## src/rtl/msi_pkg.sv

```systemverilog
package msi_pkg;

    typedef enum logic [1:0] {
        LS_INV = 2'd0,
        LS_SHR = 2'd1,
        LS_MOD = 2'd2
    } line_state_t;

    typedef enum logic [1:0] {
        BOP_NONE = 2'd0,
        BOP_RD   = 2'd1,
        BOP_RDX  = 2'd2,
        BOP_UPGR = 2'd3
    } bus_op_t;

    function automatic logic op_is_excl(bus_op_t op);
        return (op == BOP_RDX) || (op == BOP_UPGR);
    endfunction

endpackage

```

## src/rtl/msi_snoop_unit.sv

```systemverilog
module msi_snoop_unit
    import msi_pkg::*;
(
    input  line_state_t cur_state,
    input  logic        snoop_hit,
    input  bus_op_t     snoop_op,
    output line_state_t post_state,
    output logic        flush_req
);

    always_comb begin
        post_state = cur_state;
        flush_req  = 1'b0;
        if (snoop_hit) begin
            if (snoop_op == BOP_RD) begin
                if (cur_state == LS_MOD) begin
                    post_state = LS_SHR;
                    flush_req  = 1'b1;
                end
            end else if (op_is_excl(snoop_op)) begin
                flush_req  = (cur_state == LS_MOD);
                post_state = LS_INV;
            end
        end
    end

endmodule

```

## src/rtl/msi_cpu_unit.sv

```systemverilog
module msi_cpu_unit
    import msi_pkg::*;
(
    input  logic        req_valid,
    input  logic        req_write,
    input  line_state_t cur_state,
    input  logic        gnt,
    output logic        ready,
    output logic        bus_valid,
    output bus_op_t     bus_op,
    output logic        upd,
    output line_state_t new_state
);

    always_comb begin
        ready     = 1'b0;
        bus_valid = 1'b0;
        bus_op    = BOP_NONE;
        upd       = 1'b0;
        new_state = cur_state;
        if (req_valid) begin
            if (!req_write) begin
                if (cur_state == LS_INV) begin
                    bus_valid = 1'b1;
                    bus_op    = BOP_RD;
                end else begin
                    ready = 1'b1;
                end
            end else begin
                if (cur_state == LS_MOD) begin
                    ready = 1'b1;
                end else begin
                    bus_valid = 1'b1;
                    bus_op    = (cur_state == LS_SHR) ? BOP_UPGR : BOP_RDX;
                end
            end
        end
        if (bus_valid && gnt) begin
            ready     = 1'b1;
            upd       = 1'b1;
            new_state = req_write ? LS_MOD : LS_SHR;
        end
    end

endmodule

```

## src/rtl/msi_snoop_ctrl.sv

```systemverilog
module msi_snoop_ctrl
    import msi_pkg::*;
#(
    parameter int NUM_LINES = 4,
    parameter int ID_W      = 2,
    parameter int MY_ID     = 0,
    localparam int LINE_W   = (NUM_LINES > 1) ? $clog2(NUM_LINES) : 1
) (
    input  logic              clk,
    input  logic              rst_n,
    input  logic              cpu_req_valid,
    input  logic              cpu_req_write,
    input  logic [LINE_W-1:0] cpu_req_line,
    output logic              cpu_ready,
    output logic              bus_req_valid,
    output logic [1:0]        bus_req_op,
    output logic [LINE_W-1:0] bus_req_line,
    input  logic              bus_gnt,
    input  logic              snp_valid,
    input  logic [1:0]        snp_op,
    input  logic [LINE_W-1:0] snp_line,
    input  logic [ID_W-1:0]   snp_id,
    output logic              flush_valid,
    output logic [LINE_W-1:0] flush_line
);

    typedef struct packed {
        line_state_t [NUM_LINES-1:0] lines;
    } ctl_t;

    ctl_t ctl_d, ctl_q;

    logic                        snp_foreign;
    line_state_t [NUM_LINES-1:0] post_st;
    logic [NUM_LINES-1:0]        flush_vec;

    logic        cpu_upd;
    line_state_t cpu_new;
    bus_op_t     cpu_op;

    assign snp_foreign = snp_valid && (snp_id != ID_W'(MY_ID));

    for (genvar g = 0; g < NUM_LINES; g++) begin : g_line
        msi_snoop_unit u_snoop (
            .cur_state (ctl_q.lines[g]),
            .snoop_hit (snp_foreign && (snp_line == LINE_W'(g))),
            .snoop_op  (bus_op_t'(snp_op)),
            .post_state(post_st[g]),
            .flush_req (flush_vec[g])
        );
    end

    msi_cpu_unit u_cpu (
        .req_valid(cpu_req_valid),
        .req_write(cpu_req_write),
        .cur_state(post_st[cpu_req_line]),
        .gnt      (bus_gnt),
        .ready    (cpu_ready),
        .bus_valid(bus_req_valid),
        .bus_op   (cpu_op),
        .upd      (cpu_upd),
        .new_state(cpu_new)
    );

    always_comb begin
        ctl_d.lines = post_st;
        if (cpu_upd) begin
            ctl_d.lines[cpu_req_line] = cpu_new;
        end
    end

    always_ff @(posedge clk) begin
        if (!rst_n) begin
            ctl_q <= '0;
        end else begin
            ctl_q <= ctl_d;
        end
    end

    assign bus_req_op   = cpu_op;
    assign bus_req_line = cpu_req_line;
    assign flush_valid  = |flush_vec;
    assign flush_line   = snp_line;

endmodule

```

## config.mk

```make
export PLATFORM = sky130hd
export DESIGN_NAME = msi_snoop_ctrl
export DESIGN_NICKNAME = d
export VERILOG_FILES = /design/src/rtl/msi_pkg.sv /design/src/rtl/msi_snoop_unit.sv /design/src/rtl/msi_cpu_unit.sv /design/src/rtl/msi_snoop_ctrl.sv
export SDC_FILE = /design/constraint.sdc
export NUM_CORES = 1
export LEC_CHECK = 0
export ABC_AREA = 1
export BUFFER_PORTS_ARGS = -buffer_cell sky130_fd_sc_hd__buf_2
export CORE_MARGIN = 3
export CORE_UTILIZATION = 50
export DETAILED_ROUTE_END_ITERATION = 10
export HOLD_SLACK_MARGIN = 0.08
export PLACE_DENSITY = 0.88
export SLEW_MARGIN = 15
export SYNTH_ARGS = -nofsm -noshare
export SYNTH_HDL_FRONTEND = slang
export SYNTH_SLANG_ARGS = --single-unit
```

## constraint.sdc

```tcl
create_clock -name clk -period 2.2 [get_ports clk]
set_clock_uncertainty 0.05 [all_clocks]
set_input_delay 0.11 -clock clk [delete_from_list [all_inputs] [get_ports clk]]
set_output_delay 0.11 -clock clk [all_outputs]
set_load 0.02 [all_outputs]
```

==> results.md, run 1 <==
- In the routed design, unresolved DRC markers number 0.
- Together, buffers and inverters on the worst path number 4.
- Once routing completed, OpenROAD measured the worst setup slack at 244 ps.
- By instance count, the cell type seen most on the critical path is sky130_fd_sc_hd__nand2_1.
- TritonCTS built the clock tree.
- For the pin with the worst max-slew slack, the measured transition is a little over 500 ps.
- Setup violations remaining at the end of the flow were counted as 0.
- The number of detailed-routing iterations run before antenna repair is 4.
- The most common cell in the synthesized netlist is sky130_fd_sc_hd__nand2_1.
- The number of maximum-capacitance constraint violations is 0.
- Summed over all cells, the static leakage comes to between 0.0005 and 0.0006 uW.
- The worst setup path is captured at an output pin.
- The clock-pin transition on the worst setup and hold timing paths is roughly 50 ps.
- The design draws between 300 and 400 uW.
- Dividing total power by cell area gives a power density of roughly 360 nW/um^2.
- The maximum root-to-sink buffer count is 2.
- Summing all flip-flop and latch instances after layout gives 160 um^2.
- The average routed wire per standard cell is 10.3 um.
- The data arrival time of the critical path is around 1800 ps.
- The clock reaches the later pin of the worst-skew pair after approximately 240 ps.
- The post-CTS repair timing setup buffer count is 0.
- The distinct cell type count after synthesis is 23.
- The core region is roughly 1600 um^2.
- The post-CTS resize count is 0.
- Headroom to the max-slew limit came out at around 66%.
- The fraction of synthesis flops using an asynchronous set or reset pin is 0%.
- The area of combinational cells with multiple inputs is 644 um^2.
- The signal on the critical path passes through inv_1 -> nand2_1 -> nand2_1 -> nand2_1 -> nand2_1 -> nand2_1 -> nand2_1 -> nand2_2 -> nor2_2 -> inv_4 -> nor2_8 -> nor2_1 -> nand2_1 -> nand2_1 -> inv_1 -> buf_2.
- The sequential share of the synthesized area is 17.3%.
- The clock period could shrink to 1960 ps.
- The count of final max-slew check failures is 0.
- The number of antenna violations at the first check in global routing is 0.
- The biggest cell delay along the critical path is 330 ps.
- For this block, the via count after detailed routing is between 1,000 and 1,500.
- Global routing used about a fifth of the available tracks.
- The final weighted congestion in routability-driven placement is about 0.87.
- For the worst setup path, the data required time is approximately 2000 ps.
- In the final layout, the share of cells above drive strength 1 is between 20% and 30%.
- The most used flip-flop cell after synthesis is sky130_fd_sc_hd__dfxtp_1.
- In this run, CTS created clock tree buffers numbering 3.
- The number of vias per cell after detailed routing is slightly below 5.
- The fmax is slightly above 500 MHz.
- The cell taking the most area after synthesis is sky130_fd_sc_hd__nand2_1.
- The area growth from synthesis to layout is 14.9%.
- The maximum number of pins on one net before global-route repair is 11.
- The routed wire length is approximately 2100 um.
- The first global-routing pass estimated approximately 3700 um of wire.
- The register containing the most flip-flops in the final layout is ctl_q.
- From bottom edge to top edge, the die measures 49.0 um.
- The synthesized area is about 920 um^2.
- In this run the horizontal extent of the chip is roughly 50 um.
- The number of standard-cell rows in the floorplan is 14.
- In the final layout, the registers with the most flip-flops are ctl_q: 8 flops.
- Buffers inserted to repair hold after CTS numbered 1.
- The remaining global-route overflow is 0.
- The synthesized instance count is around 160.
- The worst setup path is of the register to output pin kind.
- The register with the most flip-flops in the layout has 8 of them.
- The number of global-route vias before repair is a little over 900.
- In the post-synthesis netlist, the biggest area contributors are sky130_fd_sc_hd__nand2_1 (24%), sky130_fd_sc_hd__dfxtp_1 (17%), sky130_fd_sc_hd__inv_1 (7.3%), sky130_fd_sc_hd__nand3_1 (7.0%), sky130_fd_sc_hd__nor2_1 (5.3%).
- The final cycle utilization of the critical path is between 80 and 90%.
- IR analysis of the VDD net gives a maximum drop of around 0.20 mV.
- The register bit total from synthesis is 8.
- The flow ran to the end, and the final reports show no timing, DRC or antenna violations.
- The worst setup path is launched from a register.
- The final sum of negative setup slack is 0 ps.
- For this block, the initial DRC count from the detailed router was 29.
- The number of hold-slack violations in the final timing report is 0.
- The clock tree root buffer cell is sky130_fd_sc_hd__clkbuf_4.
- Once the floorplan was initialized, standard cells occupied 56.8% of the core.
- The count of nets left with antenna violations once routing finished came out at 0.
- The pre-CTS worst setup slack is 477 ps.
- The worst hold-check path type is input port to register.
- The number of flops mapped to enable cells by yosys is 0.
- The number of antenna cells inserted is 0.
- Clock tree synthesis found a total of 8 sinks.
- The critical-path cell with the highest stage delay is sky130_fd_sc_hd__dfxtp_1.
- The HPWL after detailed placement is 1770 um.
- The number of port buffers is 22.
- The top cell type's share of synthesized area is between 20% and 30%.
- The maximum fanout along the worst path is 4.
- For this run, the number of Yosys warnings is 0.
- The mean instance size in the synthesized netlist is between 5 and 6 um^2.
- 23 I/O pins were placed.
- The number of nets produced by synthesis is between 150 and 200.
- Counting instances in the post-synthesis netlist gives the leading cell types as sky130_fd_sc_hd__nand2_1 (58), sky130_fd_sc_hd__inv_1 (18), sky130_fd_sc_hd__nand3_1 (13), sky130_fd_sc_hd__nor2_1 (13).
- The cell family contributing the most delay on the critical path is simple AND/OR/NAND/NOR gates.
- Fill cells in the final layout number between 150 and 200.
- Setup repair after global routing left no endpoint under its margin.
- The die covers approximately 2400 um^2.
- The total number of nets in the final design is 201.
- The CTS H-tree depth is 1.
==> metal layers <==
layer  wire [um]  GRT usage (%)
met2        1090           31.9
met4          20           9.95
met5           0              0
met3          89           2.14
met1         942           22.9
==> through the flow <==
stage	hold WS, ps	std cells	utilization, %	cell area [um^2]
2_1_floorplan	180	164	-	925
3_3_place_gp	311	205	63.2	1030
3_5_place_dp	316	205	63.2	1030
4_1_cts	187	209	65.2	1060
5_1_grt	218	209	65.2	1060
6_report	197	209	65.2	1060
==> cell type report <==
class	instances	share of cell area [%]
clock buffers	3	2.12
repair buffers	23	11.3
well taps	24	2.83
multi-input cells	129	60.7
inverters	22	8.01
flip-flops and latches	8	15.1
==> worst reg2reg max path, cell delays in order (launching register included) <==
cell,delay (ps)
sky130_fd_sc_hd__dfxtp_1,330
sky130_fd_sc_hd__inv_1,80
sky130_fd_sc_hd__nand2_1,50
sky130_fd_sc_hd__nand2_1,50
sky130_fd_sc_hd__nand2_1,40
sky130_fd_sc_hd__nand2_1,50
sky130_fd_sc_hd__nand2_1,80
sky130_fd_sc_hd__nand2_1,80
sky130_fd_sc_hd__nand2_2,80
sky130_fd_sc_hd__o21ai_4,190
sky130_fd_sc_hd__nand2_4,90
sky130_fd_sc_hd__nor2_8,140
sky130_fd_sc_hd__nand3_2,90
sky130_fd_sc_hd__nand2_1,70
sky130_fd_sc_hd__nand2_1,40
sky130_fd_sc_hd__nor2_1,110
==> cells in the final DEF (no fill, tap or decap) <==
cell type	count
sky130_fd_sc_hd__nand3_2	1
sky130_fd_sc_hd__o21ai_1	6
sky130_fd_sc_hd__a21oi_1	8
sky130_fd_sc_hd__o31ai_1	1
sky130_fd_sc_hd__o21ai_0	5
sky130_fd_sc_hd__nand3_1	13
sky130_fd_sc_hd__inv_2	3
sky130_fd_sc_hd__a2111oi_0	1
sky130_fd_sc_hd__nor2_2	4
sky130_fd_sc_hd__nand2_2	4
sky130_fd_sc_hd__nor2_4	2
sky130_fd_sc_hd__dfxtp_1	8
sky130_fd_sc_hd__clkbuf_4	3
sky130_fd_sc_hd__nand2_1	58
sky130_fd_sc_hd__nand4_1	5
sky130_fd_sc_hd__buf_2	22
sky130_fd_sc_hd__nor3_1	4
sky130_fd_sc_hd__nand2_4	1
sky130_fd_sc_hd__inv_4	1
sky130_fd_sc_hd__inv_1	18
sky130_fd_sc_hd__o21ai_4	1
sky130_fd_sc_hd__dlygate4sd3_1	1
sky130_fd_sc_hd__nor2_8	2
sky130_fd_sc_hd__nor2_1	13
==> kinds of logic after synthesis <==
| kind of cell | synth area share, % |
|---|---|
| compound gates | 13.8 |
| flops | 17.3 |
| buf+inv | 13.0 |
| simple gates | 55.9 |
==> final timing paths <==
path | startpoint | to | slack (ps) | cells past startpoint
hold / removal | cpu_req_line[0] | ctl_q[7]$_SDFF_PN0_ | 200 | 4
setup reg to reg | ctl_q[1]$_SDFF_PN0_ | ctl_q[0]$_SDFF_PN0_ | 480 | 15
setup / recovery | ctl_q[1]$_SDFF_PN0_ | cpu_ready | 240 | 16
hold reg to reg | ctl_q[3]$_SDFF_PN0_ | ctl_q[3]$_SDFF_PN0_ | 580 | 4
==> power breakdown <==
part / switching, uW / internal [uW]
Combinational: 81.3 / 38.9
Clock: 43.6 / 62.0
Sequential: 4.16 / 149
Power figures use the tool's default switching activity.
==> run 2: changes to the inputs <==
--- a/config.mk
+++ b/config.mk
@@ -8,10 +8,10 @@
 export ABC_AREA = 1
 export BUFFER_PORTS_ARGS = -buffer_cell sky130_fd_sc_hd__buf_2
 export CORE_MARGIN = 3
-export CORE_UTILIZATION = 50
+export CORE_UTILIZATION = 47
 export DETAILED_ROUTE_END_ITERATION = 10
 export HOLD_SLACK_MARGIN = 0.08
-export PLACE_DENSITY = 0.88
+export PLACE_DENSITY = 0.87
 export SLEW_MARGIN = 15
 export SYNTH_ARGS = -nofsm -noshare
 export SYNTH_HDL_FRONTEND = slang
==> constraint.sdc (replaced) <==
create_clock -name clk -period 1.7 [get_ports clk]
set_clock_uncertainty 0.05 [all_clocks]
set_input_delay 0.085 -clock clk [delete_from_list [all_inputs] [get_ports clk]]
set_output_delay 0.085 -clock clk [all_outputs]
set_load 0.02 [all_outputs]
==> results.md, run 2 (synthesis gave the netlist of run 1 again) <==
- The sequential cell fraction of total power is 36.4% (-4.0 points).
- The total power density per cell area is 413 nW/um^2 (+16%).
- The slack of the critical path is -146 ps (-390 ps).
- The final reports fail on negative setup slack.
- The run finished, with violations left.
- The total routing resource utilization after global routing is 21.3% (+2.5 points).
- The number of global-route vias before repair is 1,183 (+31%).
- The met2 wire length is 1410 um (+29%).
- The HPWL after detailed placement came to 1790 um (+1.1%).
- The type of destination of the critical path is an output pin.
- The worst hold slack was 170 ps (-26.3 ps).
- The total number of nets in the final design is 219 (+9.0%).
- The met1 wire length is 1080 um (+14%).
- The number of hold-slack violations in the final timing report is 0 (unchanged).
- Among the stages of the critical path, the cell type that occurs most often is sky130_fd_sc_hd__nand2_2.
- The cell count after placement is 207 (+0.98%).
- The maximum ir drop on the vdd rail is 0.232 mV (+19%).
- The TritonCTS sink count is 8 (unchanged).
- The clock tree root buffer cell is sky130_fd_sc_hd__clkbuf_4.
- On the critical path, the stage with the largest delay is an instance of sky130_fd_sc_hd__dfxtp_4.
- The CTS H-tree depth is 1 (unchanged).
- The area inside the core boundary was 1780 um^2 (+9.4%).
- The number of maximum-capacitance constraint violations was 0 (unchanged).
- The fraction of layout cells with a size suffix above 1 came to 44.8% (+21 points).
- The design internal power is 354 uW (+42%).
- The placed standard-cell area came to 1040 um^2 (+0.85%).
- The remaining max-slew budget at the tightest pin came to 65.3% (-0.43 points).
- The total number of vias is 1,192 (+15%).
- The clock-pin transition on the worst setup and hold timing paths is 50 ps (about the same).
- The register with the most flip-flops in the final layout is ctl_q.
- The proportion of power drawn by combinational gates came to 37.3% (+5.6 points).
- The number of standard-cell rows in the floorplan is 15 (+1).
- The maximum number of pins on one net before global-route repair is 11 (unchanged).
- The biggest cell delay along the critical path came to 360 ps (+30 ps).
- The pre-CTS worst setup slack is 23.5 ps (-453 ps).
- The final setup violation count is 8 (+8).
- STA classifies the critical path startpoint as a register.
- The clock latency of the later-clocked register in the worst-skew pair is 250 ps (about the same).
- In the layout the commonest cells are sky130_fd_sc_hd__nand2_1 (47), sky130_fd_sc_hd__buf_2 (18), sky130_fd_sc_hd__buf_4 (15).
- The clock power share is 26.3% (-1.6 points).
- The switching part of the total is 34.9% (+0.85 points).
- The top-level port count is 23 (unchanged).
- The detailed router's first-iteration violation count is 29 (unchanged).
- The final weighted congestion in routability-driven placement is 0.848 (-2.5%).
- The clock period minus final worst setup slack is approximately 1800 ps.
- The count of final max-slew check failures is 0 (unchanged).
- The min-delay analysis places its worst path in the category input port to register.
- The number of vias per cell after detailed routing was 5.23 (+5.6%).
- The share of the core filled with cells is 73.8% (+8.6 points).
- The die area is 2540 um^2 (+5.6%).
- The number of antenna cells inserted came to 0 (unchanged).
- TritonCTS built the clock tree.
- The static power due to leakage came to 0.000626 uW (+22%).
- The post-route antenna net violation count was 0 (unchanged).
- The flip-flop count of the largest register after layout is 8 (unchanged).
- The uppermost metal layer occupied by signal nets is met4.
- The routed wire length was 2660 um (+24%).
- The initial core utilization was 51.9% (-4.9 points).
- The clock buffer count from CTS is 3 (unchanged).
- The number of detailed-routing iterations run before antenna repair is 4 (unchanged).
- The die extent in x came to 50.4 um (+2.8%).
- The growth of design area from synthesis to finish is 42.4%.
- The maximum fanout along the worst path is 4 (unchanged).
- The number of port buffers is 22 (unchanged).
- The worst setup path is of the register to output pin kind.
- The data arrival time of the critical path was 1710 ps (-90 ps).
- The DRC violation count after routing was 0 (unchanged).
- The maximum root-to-sink buffer count came to 2 (unchanged).
- The met3 wire length is 131 um (+47%).
- The number of antenna violations at the first check in global routing is 0 (unchanged).
- The final cell area excluding filler cells was 1320 um^2 (+24%).
- The slew of the pin with the lowest slew margin is 516 ps (+6.44 ps).
- The die height is 50.4 um (+2.8%).
- The required time reported for the critical path endpoint is 1560 ps (-480 ps).
- The largest registers in the layout are ctl_q: 8 flops.
- In the finished design, the share of the clock period the worst path needs comes to 109%.
- The net load switching power is 190 uW (+47%).
- The average routed wire per standard cell is 11.7 um (+14%).
- The remaining global-route overflow is 0 (unchanged).
- Walking the worst path, the cells encountered are inv_2 -> nand2_2 -> nand2_2 -> nand2_1 -> nand2_1 -> nand2_2 -> nand2_2 -> nand2_4 -> nor2_4 -> inv_4 -> nor2_8 -> buf_4 -> nor3_4 -> buf_6.
- The wire length of the first global-routing pass is 4320 um (+17%).
- For this run, the top clock speed supported by timing is 542 MHz.
- The final standard cell count with taps included and fillers excluded is 228 (+9.1%).
- Setup repair after global routing could not meet its margin everywhere.
- The commonest non-fill, non-tap cell in the layout is sky130_fd_sc_hd__nand2_1.
==> run 2: cell count changes in the layout (fill, tap and decap cells not counted), moves of 3 or more <==
cell / delta
sky130_fd_sc_hd__buf_4: +15
sky130_fd_sc_hd__nand2_1: -11
sky130_fd_sc_hd__nand2_2: +10
sky130_fd_sc_hd__dfxtp_1: -8
sky130_fd_sc_hd__buf_6: +7
sky130_fd_sc_hd__dfxtp_2: +7
sky130_fd_sc_hd__buf_2: -4
sky130_fd_sc_hd__inv_1: -4
sky130_fd_sc_hd__inv_2: +4
sky130_fd_sc_hd__a21oi_1: -3
sky130_fd_sc_hd__a21oi_2: +3
==> run 2: through the flow <==
stage,TNS [ps],total power (uW)
3_5_place_dp,0,355
5_1_grt,-1930,576
6_report,-901,544
3_3_place_gp,0,351
2_1_floorplan,0,309
4_1_cts,-559,527
==> run 2: final cells by class <==
class                   instances  area, um^2
clock buffers                   3        22.5
fillers                       137         467
inverters                      22        85.1
multi-input cells             129         713
flip-flops and latches          8         173
well taps                      25        31.3
repair buffers                 41         292
==> run 2: worst paths after layout <==
kind / startpoint / end / slack, ps / cells after the start
setup / recovery: ctl_q[2]$_SDFF_PN0_ / bus_req_op[1] / -150 / 14
hold / removal: cpu_req_line[0] / ctl_q[7]$_SDFF_PN0_ / 170 / 4
setup reg to reg: ctl_q[2]$_SDFF_PN0_ / ctl_q[0]$_SDFF_PN0_ / -120 / 17
hold reg to reg: ctl_q[5]$_SDFF_PN0_ / ctl_q[5]$_SDFF_PN0_ / 580 / 4
==> run 2: critical path: cells and delay by family (launching register included) <==
| family | cells | cell delay [ps] |
|---|---|---|
| and+or+nand+nor | 10 | 720 |
| DFF | 1 | 360 |
| buffers and inverters | 4 | 380 |
==> run 2: what timing repair did <==
item                                   4_1_cts  5_1_grt
setup endpoints to repair                    4        9
endpoints found under the hold margin        1        0
setup buffers                               16        2
pin swaps                                   12       14
gates cloned                                 0        0
resized for setup                           23       23
hold buffers                                 1        0
==> run 2: routing by layer <==
layer,global-route usage [%],vias up
li1,-,606
met4,14.8,0
met1,22.8,538
met2,38.9,44
met5,0,-
met3,1.48,4
==> run 2: power groups by stage <==
stage	Clock, uW	Sequential, uW	Combinational [uW]
2_1_floorplan	0	201	108
3_3_place_gp	0	201	150
3_5_place_dp	0	202	153
4_1_cts	147	199	182
5_1_grt	156	198	222
6_report	143	198	203
